**src/rtl/group_policy_filter.sv**
```systemverilog
module group_policy_filter #(
  parameter int NGROUP = 8,
  parameter int ADDR_W = 8,
  parameter logic [ADDR_W-1:0] BASE_OFF = 8'h80
) (
  input  logic              clk,
  input  logic              rst_n,
  input  logic              cfg_wr,
  input  logic [ADDR_W-1:0] cfg_addr,
  input  logic [31:0]       cfg_wdata,
  output logic [31:0]       cfg_rdata,
  input  logic              acc_valid,
  input  logic [$clog2(NGROUP)-1:0] acc_group,
  output logic              dec_block,
  output logic              dec_pass,
  output logic              dec_lookup,
  output logic [31:0]       dec_base
);
  localparam int GW   = $clog2(NGROUP);
  localparam int SPAN = NGROUP * 4;

  logic [27:0]       base_q [NGROUP];
  logic [NGROUP-1:0] pass_q;
  logic [NGROUP-1:0] act_q;

  logic [ADDR_W-1:0] off;
  logic              hit;
  logic [GW-1:0]     idx;

  assign off = cfg_addr - BASE_OFF;
  assign hit = (off < ADDR_W'(SPAN)) && (off[1:0] == 2'b00);
  assign idx = off[GW+1:2];

  wire unused_bits = &{1'b0, cfg_wdata[3:2]};

  always_ff @(posedge clk) begin
    if (!rst_n) begin
      for (int i = 0; i < NGROUP; i++) base_q[i] <= '0;
      pass_q <= '0;
      act_q  <= '0;
    end else if (cfg_wr && hit) begin
      base_q[idx] <= cfg_wdata[31:4];
      pass_q[idx] <= cfg_wdata[1];
      act_q[idx]  <= cfg_wdata[0];
    end
  end

  assign cfg_rdata = hit ? {base_q[idx], 2'b00, pass_q[idx], act_q[idx]} : 32'h0;

  logic sel_act, sel_pass;
  assign sel_act  = act_q[acc_group];
  assign sel_pass = pass_q[acc_group];

  always_ff @(posedge clk) begin
    if (!rst_n) begin
      dec_block  <= 1'b0;
      dec_pass   <= 1'b0;
      dec_lookup <= 1'b0;
      dec_base   <= '0;
    end else begin
      dec_block  <= acc_valid && !sel_act;
      dec_pass   <= acc_valid && sel_act && sel_pass;
      dec_lookup <= acc_valid && sel_act && !sel_pass;
      dec_base   <= (acc_valid && sel_act && !sel_pass) ? {base_q[acc_group], 4'h0} : 32'h0;
    end
  end

  AST_ONE_VERDICT: assert property (@(posedge clk) disable iff (!rst_n)
    acc_valid |=> $countones({dec_block, dec_pass, dec_lookup}) == 1);
  AST_NO_SPURIOUS: assert property (@(posedge clk) disable iff (!rst_n)
    !acc_valid |=> !(dec_block || dec_pass || dec_lookup));
  AST_INACTIVE_BLOCKS: assert property (@(posedge clk) disable iff (!rst_n)
    (acc_valid && !act_q[acc_group]) |=> dec_block);
  AST_PASS_NO_PTR: assert property (@(posedge clk) disable iff (!rst_n)
    dec_pass |-> dec_base == 32'h0);
  AST_PTR_ALIGNED: assert property (@(posedge clk) disable iff (!rst_n)
    dec_lookup |-> dec_base[3:0] == 4'h0);
  AST_RSVD_ZERO: assert property (@(posedge clk) disable iff (!rst_n)
    cfg_rdata[3:2] == 2'b00);
  AST_OLD_WORD: assert property (@(posedge clk) disable iff (!rst_n)
    (acc_valid && cfg_wr && hit && idx == acc_group && !act_q[acc_group]) |=> dec_block);
endmodule

```
**config.mk**
```make
export PLATFORM = sky130hd
export DESIGN_NAME = group_policy_filter
export DESIGN_NICKNAME = d
export VERILOG_FILES = /design/src/rtl/group_policy_filter.sv
export SDC_FILE = /design/constraint.sdc
export NUM_CORES = 1
export LEC_CHECK = 0
export ABC_AREA = 1
export BUFFER_PORTS_ARGS = -buffer_cell sky130_fd_sc_hd__buf_2
export CORE_ASPECT_RATIO = 0.6
export CORE_MARGIN = 3
export CORE_UTILIZATION = 49
export DETAILED_ROUTE_END_ITERATION = 8
export HOLD_SLACK_MARGIN = 0.08
export PLACE_DENSITY = 0.76
export SYNTH_ARGS = -nofsm -noshare
export SYNTH_HDL_FRONTEND = slang
export SYNTH_SLANG_ARGS = --single-unit
```
**constraint.sdc**
```tcl
create_clock -name clk -period 2.4 [get_ports clk]
set_input_delay 0.36 -clock clk [delete_from_list [all_inputs] [get_ports clk]]
set_output_delay 0.36 -clock clk [all_outputs]
set_load 0.005 [all_outputs]
```
==> impl_metrics.csv, run 1 <==
group,metric,value,unit
floorplanning,die-area,30200,µm²
finish,area.growth.synth_to_final,14.0,%
min_path,holdPathStages,3,
worst_setup_path,reg2reg_slack,940,ps
worst_setup_path,cp-start-kind,"input port",
floorplanning,start_util,50.9,%
timing,layout_worst_path_cycle_share,90.4,%
worst_setup_path,critPathKind,"in -> out",
drt,drcViolationCount,0,
clock_tree,cts_made_buffers,25,
min_path,hold_start,"cfg_wdata[0]",
worst_setup_path,crit_start,"cfg_addr[2]",
pwr,powerDensity,688,nW/µm²
global_route,grt_first_pass_wirelength,65.8,mm
min_path,holdPathEnd,"act_q[7]",
placement,port_buffers,105,
synthesis,syn_area,13700,µm²
clock_tree,cts_sinks,271,
worst_setup_path,endpoint_kind,"output port",
pwr,switching_share,24.5,%
clock_tree,worstSkewPairLatency,540,ps
timing,worstMarginPinSlew,615,ps
synthesis,post_synth_num_cell_types,30,
drt,vias,12100,
pwr,power.leakage,6.88,nW
global_route,grt_overflow,0,
floorplanning,num_io_pins,114,
clock_tree,htree_num_levels,1,
finish,drive_gt1_share,14.2,%
pwr,vdd_ir_drop_max,0.609,mV
synthesis,synth-edff-count,224,
placement,dp_hpwl,26.6,mm
synthesis,synth_top_area_cell,"edfxtp_1",
worst_setup_path,reg2reg_to,"dec_base[15]",
worst_setup_path,crit_path_max_fanout,10,
synthesis,synth-seq-cells,271,
clock_tree,cts_buffer_depth,3,
clock_tree,cts_root_buf,"clkbuf_16",
placement,dp_slack,282,ps
pwr,power_switching,2.64,mW
worst_setup_path,critPathArrivalTime,1810,ps
timing,drv_slew,0,
timing,rsz0062_at_grt,"false",
timing,fin_tns_setup,0,ps
drt,drt_iter0_drc,1863,
floorplanning,die_x,222,µm
synthesis,yosys-top-cells-area,"edfxtp_1, nor2_1, nand2_1, dfxtp_1, inv_1",
drt,routedWlPerCell,20.8,µm
floorplanning,rows,46,
finish,multi_input_area,4820,µm²
finish,final-seq-area,7670,µm²
floorplanning,die_h,136,µm
clock_tree,clk_pin_slew,70,ps
finish,num_antenna_cells,0,
synthesis,synthCells,1619,
timing,fin_hold_ws,142,ps
synthesis,async_flop_share,0,%
global_route,grt_pass1_vias,11500,
pwr,internal_power,8.14,mW
drt,first_pass_iters,5,
synthesis,seq_area_frac_synth,55.8,%
worst_setup_path,ff2ff_path_depth,9,
finish,fin_cells,2093,
placement,place.gp.congestion,0.880,
timing,skew,13.7,ps
timing,setup_slack,231,ps
global_route,grt_max_degree,86,
timing,setup_violations,0,
clock_tree,hold_buffers,1,
timing,fmax,0.461,GHz
pwr,pwr-share-seq,49.9,%
drt,viasPerCell,5.77,
finish,n_fill_cell,2361,
floorplanning,core,27000,µm²
drt,drt-total-wl,43.5,mm
synthesis,ys.flop_type,"edfxtp_1",
clock_tree,postCtsSetupRepairBufs,0,
pwr,clkPwrFrac,40.3,%
outcome,status,"finished, final reports clean",
synthesis,ys_warn_count,0,
worst_setup_path,reg2reg_from,"act_q[7]",
synthesis,yosysMostFrequentCell,"nor2_1",
synthesis,synth_top_cell_area_share,48.9,%
timing,hold_viol_final,0,
clock_tree,cts_resized,0,
pwr,pwr-share-comb,9.8,%
timing,fin_crit,2170,ps
synthesis,synth_common_cells,"nor2_1, nand2_1, edfxtp_1",
global_route,grtUsageTotal,28.5,%
clock_tree,cts_tree,"yes",
placement,dp_cells,2047,
run,cap_viol_max_count,0,
drt,antenna_left,0,
global_route,antenna_found_initial,0,
synthesis,postSynthAreaPerCell,8.49,µm²
worst_setup_path,required,2040,ps
finish,nets,1762,
min_path,hp-class,"in -> reg",
timing,relSlewSlack,59.0,%
==> stage by stage <==
stage          cell area, µm²  power, mW  utilization [%]
6_report                15700       10.8             58.0
5_1_grt                 15700       11.1             58.0
4_1_cts                 15700       10.8             58.0
3_5_place_dp            14800       6.50             54.8
3_3_place_gp            14800       6.47             54.8
2_1_floorplan           13800       6.11                -
==> power by group through the flow <==
| stage | combinational (mW) | clock (mW) | sequential, mW |
|---|---|---|---|
| floorplan | 0.660 | 0 | 5.45 |
| detailed placement | 1.03 | 0 | 5.47 |
| finish | 1.06 | 4.34 | 5.37 |
| CTS | 1.03 | 4.38 | 5.37 |
| global placement | 1.01 | 0 | 5.46 |
| global route | 1.15 | 4.57 | 5.39 |
==> how the worst max path moves through the flow <==
| stage | end | slack, ps | cells past startpoint |
|---|---|---|---|
| 2_1_floorplan | base_q[0][0] | 290 | 7 |
| 3_3_place_gp | cfg_rdata[6] | 290 | 10 |
| 3_5_place_dp | cfg_rdata[6] | 280 | 10 |
| 4_1_cts | cfg_rdata[6] | 280 | 10 |
| 5_1_grt | cfg_rdata[12] | 130 | 9 |
| 6_report | cfg_rdata[6] | 230 | 10 |
==> area by class of cell <==
class                   instances  share of cell area [%]
repair buffers                167                    7.24
clock buffers                  27                    4.04
well taps                     360                    2.87
multi-input cells            1056                    30.7
inverters                     194                    4.66
flip-flops and latches        271                    48.9
clock inverters                18                    1.51
==> cells in the final DEF, fill, tap and decap left out, types with 6 or more instances in the layout <==
| cell | netlist | layout |
|---|---|---|
| or2_2 | 6 | 6 |
| bufinv_16 | 0 | 6 |
| inv_1 | 179 | 178 |
| clkinv_1 | 3 | 8 |
| a21oi_1 | 26 | 26 |
| nand4_1 | 15 | 15 |
| buf_12 | 0 | 11 |
| nor2_1 | 411 | 410 |
| buf_2 | 45 | 104 |
| conb_1 | 1 | 6 |
| buf_4 | 17 | 51 |
| nand2_1 | 332 | 332 |
| o21ai_0 | 57 | 57 |
| a22oi_1 | 9 | 9 |
| inv_2 | 11 | 12 |
| clkinv_2 | 1 | 7 |
| o211ai_1 | 85 | 85 |
| nand3_1 | 36 | 36 |
| o221ai_1 | 25 | 25 |
| o22ai_1 | 12 | 12 |
| clkbuf_16 | 0 | 25 |
| dfxtp_1 | 47 | 47 |
| o21ai_1 | 6 | 6 |
| nand3b_1 | 8 | 8 |
| nor2_2 | 12 | 13 |
| edfxtp_1 | 224 | 224 |
==> sequential cells by signal, indices dropped and copies added (netlist names) <==
signal and flops:
act_q 8, base_q 224, dec_base 28, dec_block 1, dec_lookup 1, dec_pass 1, pass_q 8
==> logic make-up after synthesis <==
group	share of synthesized area [%]
other	0.0273
AO/OA/AOI/OAI	10.5
buffers and inverters	9.34
AND/OR/NAND/NOR	24.3
flip-flops	55.8
==> metal layers <==
| metal | vias up | GRT usage [%] | part of all wire (%) |
|---|---|---|---|
| met2 | 865 | 42.7 | 42 |
| met4 | 0 | 8.91 | 3.2 |
| met3 | 130 | 6.65 | 14 |
| met5 | - | 0 | 0 |
| met1 | 5604 | 41.3 | 40 |
| li1 | 5472 | - | - |
==> worst max-delay path, stage by stage <==
cell,delay (ps)
buf_2,170
inv_2,110
nand2_1,130
buf_4,220
buf_4,220
o22ai_1,80
inv_1,50
nand3_1,60
nor2_1,220
buf_2,170
Note: power is estimated with default switching activity, not from simulation.
==> run 2: changes to the inputs <==
--- a/config.mk
+++ b/config.mk
@@ -10,6 +10,7 @@
 export CORE_ASPECT_RATIO = 0.6
 export CORE_MARGIN = 3
 export CORE_UTILIZATION = 49
+export CTS_BUF_LIST = sky130_fd_sc_hd__clkbuf_16
 export DETAILED_ROUTE_END_ITERATION = 8
 export HOLD_SLACK_MARGIN = 0.08
 export PLACE_DENSITY = 0.76
==> impl_metrics.csv, run 2 (same netlist as run 1, synthesis figures left out) <==
group,metric,value,unit
timing,relSlewSlack,59.1,%
finish,largest_register_ff_count,224,
run,cap_viol_max_count,0,
floorplanning,die_h,136,µm
worst_setup_path,crit_start,"cfg_addr[2]",
clock_tree,cts_made_buffers,25,
finish,nets,1762,
finish,drive_gt1_share,14.2,%
finish,final_common_cell,"nor2_1",
clock_tree,cts_resized,0,
outcome,status,"finished, final reports clean",
pwr,power_switching,2.64,mW
worst_setup_path,endpoint_kind,"output port",
pwr,powerDensity,688,nW/µm²
finish,num_antenna_cells,0,
global_route,grt_max_degree,86,
clock_tree,cts_buffer_depth,3,
drt,drt-total-wl,43.5,mm
min_path,hp-class,"in -> reg",
finish,fin_util,58.0,%
drt,vias,12000,
worst_setup_path,critPathArrivalTime,1820,ps
clock_tree,cts_root_buf,"clkbuf_16",
global_route,grt_first_pass_wirelength,65.8,mm
finish,top_register,"base_q",
global_route,grtUsageTotal,28.5,%
drt,routedWlPerCell,20.8,µm
timing,drv_slew,0,
placement,place.gp.congestion,0.880,
finish,multi_input_area,4820,µm²
drt,antenna_left,0,
drt,first_pass_iters,6,
worst_setup_path,max_stage_delay,240,ps
drt,viasPerCell,5.76,
worst_setup_path,path_buf_inv,6,
placement,dp_hpwl,26.6,mm
worst_setup_path,reg2reg_from,"act_q[7]",
worst_setup_path,critPathKind,"in -> out",
pwr,internal_power,8.13,mW
floorplanning,rows,46,
placement,port_buffers,105,
timing,skew,12.4,ps
finish,final_cell_area,15700,µm²
global_route,antenna_found_initial,0,
pwr,finalPower,10.8,mW
finish,area.growth.synth_to_final,14.0,%
timing,fin_tns_setup,0,ps
timing,worstMarginPinSlew,613,ps
timing,fmax,0.458,GHz
clock_tree,cts_sinks,271,
worst_setup_path,crit_chain,"buf_2 -> inv_2 -> nand2_1 -> buf_4 -> buf_4 -> o22ai_1 -> inv_1 -> nand3_1 -> nor2_1 -> buf_2",
min_path,hold_start,"cfg_wdata[0]",
timing,layout_worst_path_cycle_share,91.0,%
pwr,pwr-share-seq,49.9,%
pwr,switching_share,24.5,%
clock_tree,worstSkewPairLatency,540,ps
floorplanning,die-area,30200,µm²
pwr,power.leakage,6.89,nW
worst_setup_path,required,2040,ps
finish,final-seq-area,7670,µm²
drt,drcViolationCount,0,
clock_tree,cts_tree,"yes",
worst_setup_path,crit_path_max_fanout,10,
pwr,pwr-share-comb,9.8,%
timing,fin_crit,2180,ps
clock_tree,clk_pin_slew,70,ps
floorplanning,start_util,50.9,%
pwr,vdd_ir_drop_max,0.609,mV
floorplanning,core,27000,µm²
placement,placed_area,14800,µm²
worst_setup_path,path_delay_family,"buffers and inverters",
finish,final_cell_mix,"nor2_1, nand2_1, edfxtp_1, inv_1, buf_2",
worst_setup_path,cp-start-kind,"input port",
floorplanning,num_io_pins,114,
timing,fin_hold_ws,145,ps
finish,top_regs,"base_q x224, dec_base x28",
drt,drt_iter0_drc,1850,
timing,setup_violations,0,
pwr,clkPwrFrac,40.3,%
clock_tree,htree_num_levels,1,
finish,n_fill_cell,2361,
worst_setup_path,slowest_stage,"nor2_1",
timing,rsz0062_at_grt,"false",
floorplanning,die_x,222,µm
timing,hold_viol_final,0,
global_route,grt_overflow,0,
clock_tree,postCtsSetupRepairBufs,0,
global_route,grt_pass1_vias,11500,
==> run 2: final timing paths <==
kind / slack [ps] / depth (start not counted) / end
worst max-delay path: 220 / 10 / cfg_rdata[6]
worst min register to register: 470 / 2 / act_q[6]
worst min-delay path: 140 / 3 / act_q[7]
worst max register to register: 940 / 9 / dec_base[15]
==> run 2: per-layer routing <==
metal / wire length, µm / vias up / track usage [%]
met5: 0 / - / 0
met4: 1320 / 0 / 8.91
met3: 6260 / 124 / 6.65
met2: 18400 / 887 / 42.7
met1: 17500 / 5561 / 41.3
li1: - / 5475 / -
==> run 2: area by class of cell <==
| class | instances | area share, % |
|---|---|---|
| clock inverters | 20 | 1.56 |
| repair buffers | 167 | 7.24 |
| well taps | 360 | 2.87 |
| inverters | 194 | 4.66 |
| multi-input cells | 1056 | 30.7 |
| flip-flops and latches | 271 | 48.9 |
| clock buffers | 25 | 3.99 |
==> run 2: power by group through the flow <==
| stage | Clock, mW | Combinational (mW) | Sequential (mW) |
|---|---|---|---|
| 2_1_floorplan | 0 | 0.660 | 5.45 |
| 3_3_place_gp | 0 | 1.01 | 5.46 |
| 3_5_place_dp | 0 | 1.03 | 5.47 |
| 4_1_cts | 4.37 | 1.03 | 5.37 |
| 5_1_grt | 4.56 | 1.15 | 5.39 |
| 6_report | 4.34 | 1.06 | 5.37 |
==> run 2: stage by stage <==
step	std cells	setup slack (ps)
CTS	2093	277
finish	2093	215
global placement	2047	291
detailed placement	2047	282
floorplan	1624	291
global route	2093	126
==> run 2: timing repair <==
action                                  CTS  global route
hold buffers                              1             0
endpoints found under the hold margin     1             0
endpoints found under the setup margin    0             0
==> run 2: tightest hold or removal path, cell delays in order <==
cell	delay, ps
buf_2	160
nand2_1	80
nand2_1	40
==> run 3: changes to the inputs <==
==> constraint.sdc (replaced) <==
create_clock -name clk -period 2.4 [get_ports clk]
set_input_delay 0.24 -clock clk [delete_from_list [all_inputs] [get_ports clk]]
set_output_delay 0.24 -clock clk [all_outputs]
set_load 0.005 [all_outputs]
==> impl_metrics.csv, run 3 (same netlist as run 1, synthesis figures left out) <==
group,metric,value,unit
min_path,holdPathStages,3,
finish,drive_gt1_share,13.8,%
global_route,grtUsageTotal,28.6,%
timing,hold_viol_final,0,
pwr,switching_share,25.1,%
drt,drt-total-wl,44.4,mm
worst_setup_path,max_stage_delay,290,ps
placement,dp_hpwl,26.2,mm
timing,relSlewSlack,59.3,%
drt,viasPerCell,5.76,
pwr,finalPower,10.6,mW
worst_setup_path,critPathArrivalTime,1960,ps
finish,largest_register_ff_count,224,
clock_tree,clk_pin_slew,60,ps
drt,first_pass_iters,6,
worst_setup_path,ff2ff_path_depth,9,
finish,area.growth.synth_to_final,13.8,%
placement,port_buffers,105,
timing,layout_worst_path_cycle_share,91.7,%
run,cap_viol_max_count,0,
pwr,internal_power,7.94,mW
finish,final_cell_mix,"nor2_1, nand2_1, edfxtp_1, inv_1, buf_2",
pwr,pwr-share-comb,10.0,%
finish,final_common_cell,"nor2_1",
clock_tree,cts_tree,"yes",
timing,skew,18.8,ps
drt,routedWlPerCell,21.2,µm
worst_setup_path,crit_chain,"buf_2 -> inv_2 -> nor2_2 -> nand2_2 -> inv_2 -> buf_4 -> a21oi_1 -> nand3_1 -> nor2_1 -> buf_2",
timing,rsz0062_at_grt,"false",
drt,drt_iter0_drc,2060,
floorplanning,rows,46,
clock_tree,postCtsSetupRepairBufs,0,
worst_setup_path,reg2reg_to,"dec_base[22]",
timing,fin_hold_ws,99.3,ps
min_path,hold_start,"cfg_wdata[19]",
floorplanning,start_util,50.9,%
timing,fin_crit,2200,ps
worst_setup_path,critPathKind,"in -> out",
worst_setup_path,endpoint_kind,"output port",
global_route,grt_first_pass_wirelength,65.3,mm
floorplanning,num_io_pins,114,
floorplanning,die_x,222,µm
finish,nets,1759,
finish,fin_cells,2093,
worst_setup_path,reg2reg_from,"act_q[7]",
timing,fin_tns_setup,0,ps
outcome,status,"finished, final reports clean",
clock_tree,cts_sinks,271,
worst_setup_path,required,2160,ps
pwr,powerDensity,678,nW/µm²
timing,worstMarginPinSlew,610,ps
pwr,power_switching,2.66,mW
drt,antenna_left,0,
floorplanning,core,27000,µm²
global_route,antenna_found_initial,0,
finish,top_regs,"base_q x224, dec_base x28",
global_route,grt_pass1_vias,11100,
clock_tree,cts_made_buffers,26,
finish,fin_util,58.0,%
worst_setup_path,crit_path_max_fanout,10,
pwr,clkPwrFrac,39.3,%
clock_tree,worstSkewPairLatency,560,ps
pwr,vdd_ir_drop_max,0.596,mV
floorplanning,die-area,30200,µm²
worst_setup_path,slowest_stage,"nand2_2",
placement,dp_cells,2041,
clock_tree,cts_root_buf,"clkbuf_16",
drt,drcViolationCount,0,
timing,fmax,0.454,GHz
pwr,pwr-share-seq,50.7,%
clock_tree,cts_buffer_depth,3,
pwr,power.leakage,6.90,nW
placement,place.gp.congestion,0.884,
timing,drv_slew,0,
global_route,grt_max_degree,117,
min_path,hp-class,"in -> reg",
worst_setup_path,cp-start-kind,"input port",
clock_tree,cts_resized,0,
clock_tree,htree_num_levels,1,
drt,vias,12100,
global_route,grt_overflow,0,
worst_setup_path,reg2reg_slack,840,ps
timing,setup_violations,0,
finish,top_register,"base_q",
min_path,holdPathEnd,"base_q[5][15]",
floorplanning,die_h,136,µm
==> run 3: stage by stage <==
step,worst slack [ps],area [µm²]
6_report,200,15600
3_5_place_dp,371,14800
2_1_floorplan,411,13800
5_1_grt,192,15600
3_3_place_gp,365,14800
4_1_cts,312,15600
==> run 3: how the worst max path moves through the flow <==
stage | from | to | slack, ps | depth (start not counted)
finish | cfg_addr[3] | cfg_rdata[26] | 200 | 10
global route | cfg_addr[2] | cfg_rdata[22] | 190 | 8
CTS | cfg_addr[3] | cfg_rdata[26] | 310 | 10
detailed placement | cfg_addr[2] | cfg_rdata[6] | 370 | 9
global placement | cfg_addr[2] | cfg_rdata[22] | 360 | 8
floorplan | cfg_addr[2] | base_q[0][0] | 410 | 7
==> run 3: repair_timing <==
action / 4_1_cts / 5_1_grt
hold endpoints to repair: 17 / 0
hold buffers: 3 / 0
endpoints found under the setup margin: 0 / 0
==> run 3: routing by layer <==
layer	part of all wire, %	vias to the layer above	GRT usage [%]
li1	-	5466	-
met1	38	5498	39.6
met2	43	939	43.9
met3	15	149	7.69
met4	3.2	0	9.73
met5	0	-	0
==> run 3: critical path: cells and delay by family <==
family / cells / cell delay, ps
buffers and inverters: 5 / 840
AND/OR/NAND/NOR: 4 / 670
AO/OA/AOI/OAI: 1 / 190
==> run 3: power by group through the flow <==
stage	Clock (mW)	Combinational, mW	Sequential, mW
3_3_place_gp	0	0.995	5.46
4_1_cts	4.18	1.03	5.37
3_5_place_dp	0	1.02	5.47
6_report	4.17	1.06	5.38
5_1_grt	4.37	1.14	5.39
2_1_floorplan	0	0.660	5.45
==> run 3: final cells by class <==
cell class | instances | area, µm²
repair buffers | 163 | 1130
diodes | 1 | 2.50
multi-input cells | 1056 | 4820
inverters | 194 | 729
clock inverters | 21 | 169
fillers | 2309 | 11300
flip-flops and latches | 271 | 7670
clock buffers | 27 | 676
well taps | 360 | 450
